<file path="src/rtl/i2s_rx_pkg.sv">
package i2s_rx_pkg;

  // Word-length select codes
  typedef enum logic [1:0] {
    WL16 = 2'b00,
    WL20 = 2'b01,
    WL24 = 2'b10,
    WL32 = 2'b11
  } wlen_e;

  function automatic int unsigned word_bits(input logic [1:0] sel);
    case (sel)
      WL16:    word_bits = 16;
      WL20:    word_bits = 20;
      WL24:    word_bits = 24;
      default: word_bits = 32;
    endcase
  endfunction

endpackage

</file>
<file path="src/rtl/i2s_rx_sync.sv">
module i2s_rx_sync #(
  parameter int N      = 3,
  parameter int STAGES = 2
) (
  input  logic         clk,
  input  logic         rst,
  input  logic [N-1:0] din,
  output logic [N-1:0] dout
);

  logic [N-1:0] pipe [STAGES];

  for (genvar s = 0; s < STAGES; s++) begin : g_stage
    if (s == 0) begin : g_first
      always_ff @(posedge clk) begin
        if (rst) pipe[0] <= '0;
        else     pipe[0] <= din;
      end
    end else begin : g_next
      always_ff @(posedge clk) begin
        if (rst) pipe[s] <= '0;
        else     pipe[s] <= pipe[s-1];
      end
    end
  end

  assign dout = pipe[STAGES-1];

endmodule

</file>
<file path="src/rtl/i2s_slot_meter.sv">
module i2s_slot_meter #(
  parameter int CNT_W = 7
) (
  input  logic             clk,
  input  logic             rst,
  input  logic             rise,
  input  logic             ws,
  output logic             start_o,
  output logic [CNT_W-1:0] idx_o,
  output logic             done_o,
  output logic             done_chan_o,
  output logic [CNT_W-1:0] slot_o,
  output logic             unstable_o
);

  localparam logic [CNT_W-1:0] CMAX = '1;

  logic             ws_p, ws_q, synced;
  logic [CNT_W-1:0] cnt, prev_meas, meas;

  // Data at a rise belongs to the word-clock value seen one rise earlier
  always_comb begin
    start_o     = rise && (ws_p != ws_q);
    meas        = (cnt == CMAX) ? CMAX : CNT_W'(cnt + 1'b1);
    idx_o       = start_o ? '0 : meas;
    done_o      = start_o && synced;
    done_chan_o = ws_q;
  end

  always_ff @(posedge clk) begin
    if (rst) begin
      ws_p       <= 1'b0;
      ws_q       <= 1'b0;
      synced     <= 1'b0;
      cnt        <= '0;
      prev_meas  <= '0;
      slot_o     <= '0;
      unstable_o <= 1'b1;
    end else if (rise) begin
      ws_q <= ws_p;
      ws_p <= ws;
      cnt  <= idx_o;
      if (start_o) begin
        synced <= 1'b1;
        if (synced) begin
          prev_meas <= meas;
          if (meas == prev_meas) begin
            slot_o     <= meas;
            unstable_o <= 1'b0;
          end else begin
            unstable_o <= 1'b1;
          end
        end
      end
    end
  end

endmodule

</file>
<file path="src/rtl/i2s_slot_capture.sv">
module i2s_slot_capture
  import i2s_rx_pkg::*;
#(
  parameter int DATA_W = 32,
  parameter int CNT_W  = 7
) (
  input  logic              clk,
  input  logic              rst,
  input  logic              rise,
  input  logic              sd,
  input  logic              start,
  input  logic [CNT_W-1:0]  idx,
  input  logic [1:0]        wlen,
  input  logic              done,
  input  logic              done_chan,
  output logic [DATA_W-1:0] left_o,
  output logic [DATA_W-1:0] right_o,
  output logic              valid_o
);

  localparam int IW = $clog2(DATA_W);
  localparam logic [IW-1:0] TOP = IW'(DATA_W - 1);

  logic [DATA_W-1:0] acc, acc_n, left_hold;
  logic              have_left, take;

  always_comb begin
    take  = (int'(idx) < int'(word_bits(wlen))) && (int'(idx) < DATA_W);
    acc_n = start ? '0 : acc;
    if (take) acc_n[TOP - idx[IW-1:0]] = sd;
  end

  always_ff @(posedge clk) begin
    if (rst) begin
      acc       <= '0;
      left_hold <= '0;
      have_left <= 1'b0;
      left_o    <= '0;
      right_o   <= '0;
      valid_o   <= 1'b0;
    end else begin
      valid_o <= 1'b0;
      if (rise) begin
        acc <= acc_n;
        if (done) begin
          if (done_chan) begin
            if (have_left) begin
              left_o  <= left_hold;
              right_o <= acc;
              valid_o <= 1'b1;
            end
            have_left <= 1'b0;
          end else begin
            left_hold <= acc;
            have_left <= 1'b1;
          end
        end
      end
    end
  end

endmodule

</file>
<file path="src/rtl/i2s_autoslot_rx.sv">
module i2s_autoslot_rx #(
  parameter int DATA_W      = 32,
  parameter int CNT_W       = 7,
  parameter int SYNC_STAGES = 2
) (
  input  logic              clk,
  input  logic              rst,
  input  logic              bclk_i,
  input  logic              ws_i,
  input  logic              sd_i,
  input  logic [1:0]        wlen_i,
  output logic [DATA_W-1:0] left_o,
  output logic [DATA_W-1:0] right_o,
  output logic              valid_o,
  output logic [CNT_W-1:0]  slot_o,
  output logic              unstable_o
);

  logic [2:0]       pins_s;
  logic             bclk_d, bclk_rise;
  logic             start_w, done_w, done_chan_w;
  logic [CNT_W-1:0] idx_w;

  i2s_rx_sync #(.N(3), .STAGES(SYNC_STAGES)) u_sync (
    .clk  (clk),
    .rst  (rst),
    .din  ({bclk_i, ws_i, sd_i}),
    .dout (pins_s)
  );

  always_ff @(posedge clk) begin
    if (rst) bclk_d <= 1'b0;
    else     bclk_d <= pins_s[2];
  end

  assign bclk_rise = pins_s[2] & ~bclk_d;

  i2s_slot_meter #(.CNT_W(CNT_W)) u_meter (
    .clk         (clk),
    .rst         (rst),
    .rise        (bclk_rise),
    .ws          (pins_s[1]),
    .start_o     (start_w),
    .idx_o       (idx_w),
    .done_o      (done_w),
    .done_chan_o (done_chan_w),
    .slot_o      (slot_o),
    .unstable_o  (unstable_o)
  );

  i2s_slot_capture #(.DATA_W(DATA_W), .CNT_W(CNT_W)) u_cap (
    .clk       (clk),
    .rst       (rst),
    .rise      (bclk_rise),
    .sd        (pins_s[0]),
    .start     (start_w),
    .idx       (idx_w),
    .wlen      (wlen_i),
    .done      (done_w),
    .done_chan (done_chan_w),
    .left_o    (left_o),
    .right_o   (right_o),
    .valid_o   (valid_o)
  );

endmodule

</file>
<file path="config.mk">
export PLATFORM = sky130hd
export DESIGN_NAME = i2s_autoslot_rx
export DESIGN_NICKNAME = d
export VERILOG_FILES = /design/src/rtl/i2s_rx_pkg.sv /design/src/rtl/i2s_rx_sync.sv /design/src/rtl/i2s_slot_meter.sv /design/src/rtl/i2s_slot_capture.sv /design/src/rtl/i2s_autoslot_rx.sv
export SDC_FILE = /design/constraint.sdc
export NUM_CORES = 1
export LEC_CHECK = 0
export CAP_MARGIN = 20
export CORE_AREA = 2 2 117 119
export DETAILED_ROUTE_END_ITERATION = 6
export DIE_AREA = 0 0 119 121
export PLACE_DENSITY = 0.75
export REMOVE_ABC_BUFFERS = 1
export SYNTH_ARGS = -nofsm -noshare
export SYNTH_HDL_FRONTEND = slang
export SYNTH_HIERARCHICAL = 1
export SYNTH_SLANG_ARGS = --single-unit
</file>
<file path="constraint.sdc">
create_clock -name clk -period 3 [get_ports clk]
set_input_delay 0.3 -clock clk [delete_from_list [all_inputs] [get_ports clk]]
set_output_delay 0.3 -clock clk [all_outputs]
set_load 0.02 [all_outputs]
</file>
==> flow_summary.json <==
{
  "avgViaCountPerCell": 5.44,
  "fin_nets": 857,
  "num_rows": 42,
  "max_freq_mhz": 350,
  "relSlewSlack_pct": 49.9,
  "place_area_mm2": 0.00741,
  "place.gp.congestion": 0.903,
  "setup_tns_ns": 0,
  "drc": 0,
  "synth-async-reset-ratio_pct": 0,
  "total_power_mw": 4.33,
  "num_vias": 5619,
  "wl_met2_um": 7200,
  "initial_core_util_pct": 49.6,
  "n_antenna_cell": 0,
  "p_per_area_mw_per_mm2": 539,
  "dr.pass1.iters": 5,
  "num_io_pins": 80,
  "cts_buffers": 17,
  "first_iter_violations": 446,
  "synth_area_mm2": 0.00649,
  "pre_cts_ws_ns": 0.0102,
  "tightestPinTransition_ns": 0.744,
  "setup_violations": 0,
  "fillCellCount": 1110,
  "antenna_found_initial": 0,
  "drive_above_1_share_pct": 9.57,
  "die_area_mm2": 0.0144,
  "ant_nets": 0,
  "critPathCaptureType": "flop",
  "multi_input_comb_area_mm2": 0.00301,
  "timing.rr.end": "u_cap/acc[30]$_SDFFE_PP0P_",
  "grt_max_degree": 68,
  "worstHoldPathType": "in2reg",
  "reg2reg_slack_ns": 0.14,
  "finalClockSkew_ns": 0.00660,
  "final_core_util_pct": 61.3,
  "clk_latency_ns": 0.42,
  "clockBufferDepth": 2,
  "wirelength_um": 14700,
  "reg2regPathDepth": 11,
  "peakVddDrop_mv": 0.392,
  "die_x_um": 119,
  "startpoint_type": "flop",
  "synth-edff-count": 0,
  "path_max_fanout": 16,
  "final_hold_viol_count": 0,
  "cts.sinks": 162,
  "clk_pin_slew_worst_paths_ns": 0.06,
  "final-max-slew-violation-count": 0,
  "final_area_mm2": 0.00803,
  "syn_inst": 770,
  "hpwl_um": 10000,
  "crit_required_ns": 3.36,
  "dp.cells": 998,
  "grt_pass1_wl_um": 25000,
  "grt_pass1_vias": 5360,
  "status": "complete, no violations",
  "hold_ws_ns": 0.331,
  "area_growth_pct": 23.6,
  "drv_cap": 0,
  "ys_seq_area_share_pct": 50.0,
  "r2r-start": "u_meter/cnt[1]$_SDFFE_PP0P_",
  "root_buffer": "clkbuf_16",
  "route.met3.wl_um": 629,
  "grt-ovfl-total": 0,
  "synth_cell_types": 61,
  "endpoint": "u_cap/acc[30]$_SDFFE_PP0P_",
  "post-route-period-util_pct": 95.3,
  "grt_usage_pct": 21.5,
  "ys_warn_count": 6,
  "cts.hold.buffers_added": 0,
  "leakage_nw": 2.74,
  "wl_per_cell_um": 14.3,
  "synth_area_per_cell_um2": 8.43,
  "die_h_um": 121,
  "synth_flop_cell": "dfxtp_1",
  "final_cells": 1033,
  "met1_length_um": 6680,
  "htree_levels": 4,
  "path_class": "reg2reg",
  "min_period_ns": 2.86,
  "crit_start": "u_meter/cnt[1]$_SDFFE_PP0P_",
  "core_mm2": 0.0131,
  "yosys_register_bits": 162,
  "rsz0062_at_grt": "yes",
  "arrival_ns": 3.22,
  "port_buffers": 79,
  "worst_hold_path.num_cells": 2,
  "seqCellArea_mm2": 0.00324,
  "cts_tree": "built",
  "highest_layer": "met4",
  "setup_ws_ns": 0.141
}
report_power, final:
| part | switching [mW] | total, mW | internal (mW) |
|---|---|---|---|
| clock | 0.822 | 2.05 | 1.23 |
| sequential | 0.00307 | 2.16 | 2.16 |
| combinational | 0.0844 | 0.119 | 0.0343 |
flip-flops by register name (all words and copies together), names as in the netlist, 6 cells and up:
signal,cells
u_cap/left_hold,32
u_meter/prev_meas,7
u_sync/pipe,6
u_cap/acc,32
u_meter/slot_o,7
u_meter/cnt,7
u_cap/right_o,32
u_cap/left_o,32
layout make-up:
cell class	count	share of cell area, %
flip-flops and latches	162	40.4
multi-input cells	557	37.5
repair buffers	104	12.2
clock buffers	19	5.52
well taps	176	2.74
clock inverters	11	1.43
inverters	4	0.187
logic make-up (layout without fill, tap and decap cells):
family | after synthesis | after routing | synth area share (%)
xor gates and xnor gates | 5 | 5 | 0.675
muxes | 12 | 12 | 1.91
and+or+nand+nor | 332 | 332 | 23.1
adders and majority gates | 4 | 4 | 0.771
buffers and inverters | 51 | 138 | 4.09
AOI/OAI and AO/OA | 204 | 204 | 19.5
DFF | 162 | 162 | 50.0
critical path: stages, from the launching register on:
cell and delay (ns):
dfxtp_1 0.33, ha_1 0.25, and4_1 0.27, and2_1 0.22, nor3_1 0.27, nor2_1 0.10
ha_1 0.42, a211oi_4 0.30, buf_4 0.16, o211a_4 0.25, a32oi_1 0.13, nand2_1 0.09
cell usage after synthesis, types with 4 or more instances:
cell type / instances / area [um2]
a211oi_1: 6 / 45.0
a21oi_1: 111 / 556
a311oi_1: 6 / 52.6
a32oi_1: 8 / 70.1
and2_1: 4 / 25.0
buf_2: 19 / 95.1
clkbuf_1: 19 / 71.3
dfxtp_1: 162 / 3240
ha_1: 4 / 50.1
inv_1: 4 / 15.0
mux2i_1: 9 / 90.1
nand2_1: 210 / 788
nand2b_1: 5 / 31.3
nand3_1: 18 / 90.1
nand3b_1: 9 / 67.6
nand4_1: 6 / 37.5
nor2_1: 42 / 158
nor2b_1: 11 / 68.8
o211ai_1: 33 / 248
o21ai_0: 19 / 95.1
o21ai_1: 4 / 20.0
or2_2: 5 / 31.3
per-layer routing:
layer	up-vias	GRT usage (%)
met2	132	35.3
li1	2806	-
met1	2660	26.8
met5	-	0
met4	0	9.30
met3	21	5.45
how the worst min path moves through the flow:
stage / start / end / slack, ns
after global routing: rst / u_meter/prev_meas[4]$_SDFFE_PP0P_ / 0.33
after CTS: rst / bclk_d$_SDFF_PP0_ / 0.32
final: rst / bclk_d$_SDFF_PP0_ / 0.33
after detailed placement: u_sync/pipe[0][2]$_SDFF_PP0_ / u_sync/pipe[1][2]$_SDFF_PP0_ / 0.42
after global placement: u_sync/pipe[0][2]$_SDFF_PP0_ / u_sync/pipe[1][2]$_SDFF_PP0_ / 0.42
after floorplan: rst / bclk_d$_SDFF_PP0_ / 0.36
repair_timing:
| item | in CTS | in global routing |
|---|---|---|
| endpoints found under the hold margin | 0 | 0 |
| setup buffers | 0 | 5 |
| pin swaps | 2 | 4 |
| resized for setup | 1 | 5 |
| setup endpoints to repair | 3 | 32 |
placed cells by master (no fill, tap or decap), drive strengths merged, types with 2 or more instances in the layout:
| cell | n |
|---|---|
| nand2 | 210 |
| dfxtp | 162 |
| a21oi | 112 |
| clkdlybuf4s50 | 78 |
| nor2 | 43 |
| o211ai | 35 |
| buf | 26 |
| o21ai | 24 |
| clkbuf | 19 |
| nand3 | 18 |
| nor2b | 13 |
| nand3b | 9 |
| mux2i | 9 |
| a32oi | 8 |
| clkinv | 8 |
| a211oi | 7 |
| or2 | 7 |
| nand4 | 6 |
| a311oi | 6 |
| nand2b | 5 |
| and2 | 5 |
| inv | 4 |
| ha | 4 |
| xor2 | 3 |
| mux2 | 3 |
| nor3b | 3 |
| bufinv | 2 |
| o21bai | 2 |
| and2b | 2 |
| and4 | 2 |
| nor3 | 2 |
| xnor2 | 2 |
| a21o | 2 |
| nor4b | 2 |
Power figures use the tool's default switching activity.
